File: config.mk
export PLATFORM = sky130hd
export DESIGN_NAME = sar_seq
export DESIGN_NICKNAME = d
export VERILOG_FILES = /design/src/rtl/sar_seq.sv
export SDC_FILE = /design/constraint.sdc
export NUM_CORES = 1
export LEC_CHECK = 0
export ABC_CLOCK_PERIOD_IN_PS = 2000
export BUFFER_PORTS_ARGS = -buffer_cell sky130_fd_sc_hd__buf_2
export CORE_MARGIN = 8
export CORE_UTILIZATION = 50
export DETAILED_ROUTE_END_ITERATION = 10
export PLACE_DENSITY = 0.69
export REMOVE_ABC_BUFFERS = 1
export SLEW_MARGIN = 20
export SYNTH_ARGS = -nofsm -noshare
export SYNTH_HDL_FRONTEND = slang
export SYNTH_SLANG_ARGS = --single-unit
File: constraint.sdc
create_clock -name clk -period 2 [get_ports clk]
set_clock_uncertainty 0.1 [all_clocks]
set_input_delay 0.2 -clock clk [delete_from_list [all_inputs] [get_ports clk]]
set_output_delay 0.2 -clock clk [all_outputs]
set_load 0.01 [all_outputs]
File: src/rtl/sar_seq.sv
module sar_seq #(
  parameter int W       = 12,
  parameter int ACQ_CYC = 400
) (
  input  logic         clk,
  input  logic         rst_n,
  input  logic         sck,
  input  logic         sdi,
  input  logic         convst,
  input  logic         cmp_in,
  output logic         sdo,
  output logic         busy,
  output logic         acq_open,
  output logic         acq_short,
  output logic [W-1:0] dac_code,
  output logic [2:0]   chan,
  output logic         diff_mode,
  output logic         bipolar,
  output logic         gain,
  output logic [1:0]   pd_mode
);
  localparam int IW = $clog2(W);
  localparam int CW = $clog2(ACQ_CYC + 1);

  logic          sck_q, cv_q;
  logic [3:0]    bcnt;
  logic [6:0]    sh;
  logic [7:0]    cfg;
  logic [W-1:0]  sar, osr;
  logic [IW-1:0] idx;
  logic [CW-1:0] acnt;

  wire sck_r = sck & ~sck_q;
  wire sck_f = ~sck & sck_q;
  wire start = convst & ~cv_q & acq_open & ~busy;

  wire [W-1:0] trial = sar | ({{(W-1){1'b0}}, 1'b1} << idx);
  wire [W-1:0] keep  = cmp_in ? trial : sar;

  assign dac_code  = busy ? trial : sar;
  assign sdo       = osr[W-1];
  assign diff_mode = cfg[7];
  assign chan      = cfg[6:4];
  assign bipolar   = cfg[3];
  assign gain      = cfg[2];
  assign pd_mode   = cfg[1:0];

  always_ff @(posedge clk or negedge rst_n) begin
    if (!rst_n) begin
      sck_q     <= 1'b0;
      cv_q      <= 1'b0;
      bcnt      <= '0;
      sh        <= '0;
      cfg       <= '0;
      sar       <= '0;
      osr       <= '0;
      idx       <= '0;
      acnt      <= '0;
      busy      <= 1'b0;
      acq_open  <= 1'b0;
      acq_short <= 1'b0;
    end else begin
      sck_q <= sck;
      cv_q  <= convst;
      if (start) begin
        busy      <= 1'b1;
        acq_open  <= 1'b0;
        bcnt      <= '0;
        sar       <= '0;
        idx       <= IW'(W - 1);
        acq_short <= (acnt < CW'(ACQ_CYC));
      end else if (busy) begin
        sar <= keep;
        if (idx == '0) begin
          busy <= 1'b0;
          osr  <= keep;
        end else begin
          idx <= idx - 1'b1;
        end
      end else begin
        if (acq_open && acnt != CW'(ACQ_CYC)) acnt <= acnt + 1'b1;
        if (sck_r && bcnt < 4'd8) begin
          sh   <= {sh[5:0], sdi};
          bcnt <= bcnt + 1'b1;
          if (bcnt == 4'd7) cfg <= {sh, sdi};
        end
        if (sck_f) begin
          osr <= osr << 1;
          if (bcnt == 4'd6) begin
            acq_open <= 1'b1;
            acnt     <= '0;
          end
        end
      end
    end
  end
endmodule

==> metrics.md <==
| Metric | Value |
|---|---|
| Flops & latches, synth | `61` |
| Layout cells sized above 1 | `0.302` |
| Largest cells by area after synthesis | `dfrtp_1 52%, mux2_2 5.8%, a22o_1 3.9%` |
| H-tree level count | `3` |
| Worst-Skew Late Latency | `0.34 ns` |
| Final min period | `1.94 ns` |
| Initial antenna violation count | `0` |
| Die H | `92.4 microns` |
| Core Util, Final | `0.598` |
| Min-Delay Path Class | `in -> reg` |
| Worst hold path depth | `2` |
| Synth Instances | `258` |
| Max-slew violation count | `0` |
| Worst slew pin tran | `0.371 ns` |
| Vias in the first global route | `2,066` |
| CTS tree | `yes` |
| Ys Warns | `0` |
| Root Buffer Master | `clkbuf_8` |
| Largest net degree at the start of global routing | `62` |
| Sequential share of the synthesized area | `0.524` |
| DR vias/cell | `5.53` |
| Peak Freq | `516 MHz` |
| Worst path cell trace | `inv_2, ha_2, and4bb_2, or2_2, buf_6` |
| HPWL Detailed | `3970 microns` |
| Placed Area | `0.00319 sq mm` |
| CTS max path bufs | `2` |
| WS Path Type | `reg -> out` |
| Initial DRC count | `86` |
| Total CTS buffers | `9` |
| Worst EP arrival | `1.64 ns` |
| Die area | `0.00853 sq mm` |
| Setup crit end kind | `output port` |
| First-pass GRT wire length | `9850 microns` |
| Final Hold Fails | `0` |
| # placed instances | `359` |
| Drt pass-1 iters | `4` |
| Total GRT Usage | `0.145` |
| Final Non-Filler Cells | `383` |
| Max-cap viol count | `0` |
| Area leader, netlist | `dfrtp_1` |
| Critical path's slowest cell | `dfrtp_1` |
| Core Area | `0.00578 sq mm` |
| Final Worst Setup Slack | `0.0608 ns` |
| Final period utilization | `0.970` |
| Drt drc | `0` |
| Distinct cells, synth | `43` |
| Remaining antenna violation count | `0` |
| Mean Syn Cell Area | `11.3 sq um` |
| Critical path required time | `1.70 ns` |
| Post-synth EDFFs | `0` |
| Total gr overflow | `0` |
| Initial core utilization | `0.504` |
| Final setup vio count | `0` |
| Yosys top cell area share | `0.524` |
| DIE WIDTH | `92.4 microns` |
| Ys async rst share | `1.00` |
| Core Rows | `28` |
| Post-Route WL | `5800 microns` |
| Clock sinks | `61` |
| Worst Setup Start Kind | `flop` |
| Post-Place Worst Slack | `0.197 ns` |
| Worst Hold Slack | `0.0789 ns` |
| Gpl congestion | `0.778` |
| Critical path fanouts, max | `5` |
| Vias | `2,118` |
| Final net count | `318` |
| # IOs | `30` |
| Slew HR | `0.753` |
| Count leader, synth | `dfrtp_1` |
| Post-Syn Area | `0.00292 sq mm` |
| Leakage | `1.66 nW` |
| R2R depth | `5` |
| Final instance area | `0.00346 sq mm` |
| Layout area overhead | `18.6%` |
| Peak per-stage delay on the critical path | `0.37 ns` |
| Port-buffer cells | `29` |
| # diodes | `0` |
| Synth top cells by count | `61 x dfrtp_1, 19 x nor2_1, 16 x nand2_1` |
| Max IR drop VDD | `0.783 mV` |
| WL/cell | `15.2 microns` |
| P per Cell Area | `1510 mW/mm^2` |
| CTS clk-pin slew, worst paths | `0.06 ns` |
| Outcome | `complete, no violations` |
| Commonest register cell after synthesis | `dfrtp_1` |
-- stage by stage --
stage | setup TNS, ns | total power, mW
4_1_cts | 0 | 5.23
5_1_grt | -0.00391 | 5.60
2_1_floorplan | -2.85 | 3.42
3_5_place_dp | 0 | 4.16
3_3_place_gp | 0 | 4.11
6_report | 0 | 5.22
-- registers in the layout, summed over array words and instances, names as in the netlist --
signal and cells:
acq_short 1, osr 12, sar 12, cv_q 1
acq_open 1, busy 1, sh 7, cfg 8
idx 4, sck_q 1, bcnt 4, acnt 9
-- cell families (layout without fill, tap and decap cells) --
kind of cell,count (synthesis),after routing,share of synthesized area
AO/OA/AOI/OAI,58,58,0.145
flip-flops,61,61,0.524
adder cells (fa/ha/maj),9,9,0.0386
multiplexers,21,21,0.0785
XOR/XNOR,7,7,0.0210
AND/OR/NAND/NOR,80,80,0.162
buffers and inverters,22,72,0.0318
-- worst paths after layout --
check                               to     from  slack, ns
min in group asynchronous      acnt[6]    rst_n       0.30
setup / recovery           dac_code[0]   idx[0]       0.06
hold / removal                  sar[0]   cmp_in       0.08
hold reg to reg                osr[11]  osr[11]       0.37
setup reg to reg                cfg[2]     busy       0.15
max in group asynchronous         busy    rst_n       1.24
-- what timing repair did --
| action | CTS | global route |
|---|---|---|
| endpoints found under the setup margin | 10 | 10 |
| resized for setup | 5 | 3 |
| endpoints found under the hold margin | 64 | 0 |
| setup buffers | 3 | 1 |
| hold buffers | 4 | 0 |
-- final cells by class --
| type | instances | area [sq um] |
|---|---|---|
| well taps | 75 | 93.8 |
| clock buffers | 12 | 155 |
| multi-input cells | 175 | 1300 |
| repair buffers | 49 | 328 |
| flip-flops and latches | 61 | 1530 |
| clock inverters | 4 | 22.5 |
| fillers | 517 | 2320 |
| inverters | 7 | 30.0 |
-- report_power, final --
group | switching, mW | internal (mW) | leakage, nW
combinational | 1.04 | 1.04 | 0.798
clock | 0.464 | 0.510 | 0.0921
sequential | 0.416 | 1.75 | 0.773
total | 1.92 | 3.30 | 1.66
-- placed cells by master, fill, tap and decap left out, types with 3 or more instances in the layout --
cell / synthesis / final
a21o_1: 8 / 8
nor3_1: 5 / 5
dfrtp_1: 61 / 60
a22o_1: 13 / 13
dlygate4sd3_1: 0 / 4
mux2i_1: 6 / 6
ha_1: 9 / 8
buf_2: 5 / 28
a221oi_1: 7 / 7
inv_1: 7 / 4
nor2_1: 19 / 19
clkbuf_8: 0 / 11
o21ai_0: 14 / 14
buf_4: 1 / 14
a21oi_1: 7 / 7
xnor2_1: 6 / 6
and2_1: 8 / 8
clkinv_2: 0 / 3
a31o_2: 4 / 4
nand2_1: 16 / 16
nand3_1: 6 / 6
nor4bb_1: 3 / 3
mux2_2: 15 / 15
nor4_1: 3 / 3
-- routing by layer --
layer / GRT usage / part of all wire
met1: 0.178 / 0.45
met2: 0.229 / 0.49
met3: 0.0388 / 0.040
met4: 0.0725 / 0.021
met5: 0 / 0
-- critical path, delay by kind of cell (launching register included) --
family,cells,cell delay (ns)
adders and majority gates,1,0.18
buffers and inverters,2,0.20
and+or+nand+nor,2,0.55
DFF,1,0.37
Note: power is estimated with default switching activity, not from simulation.
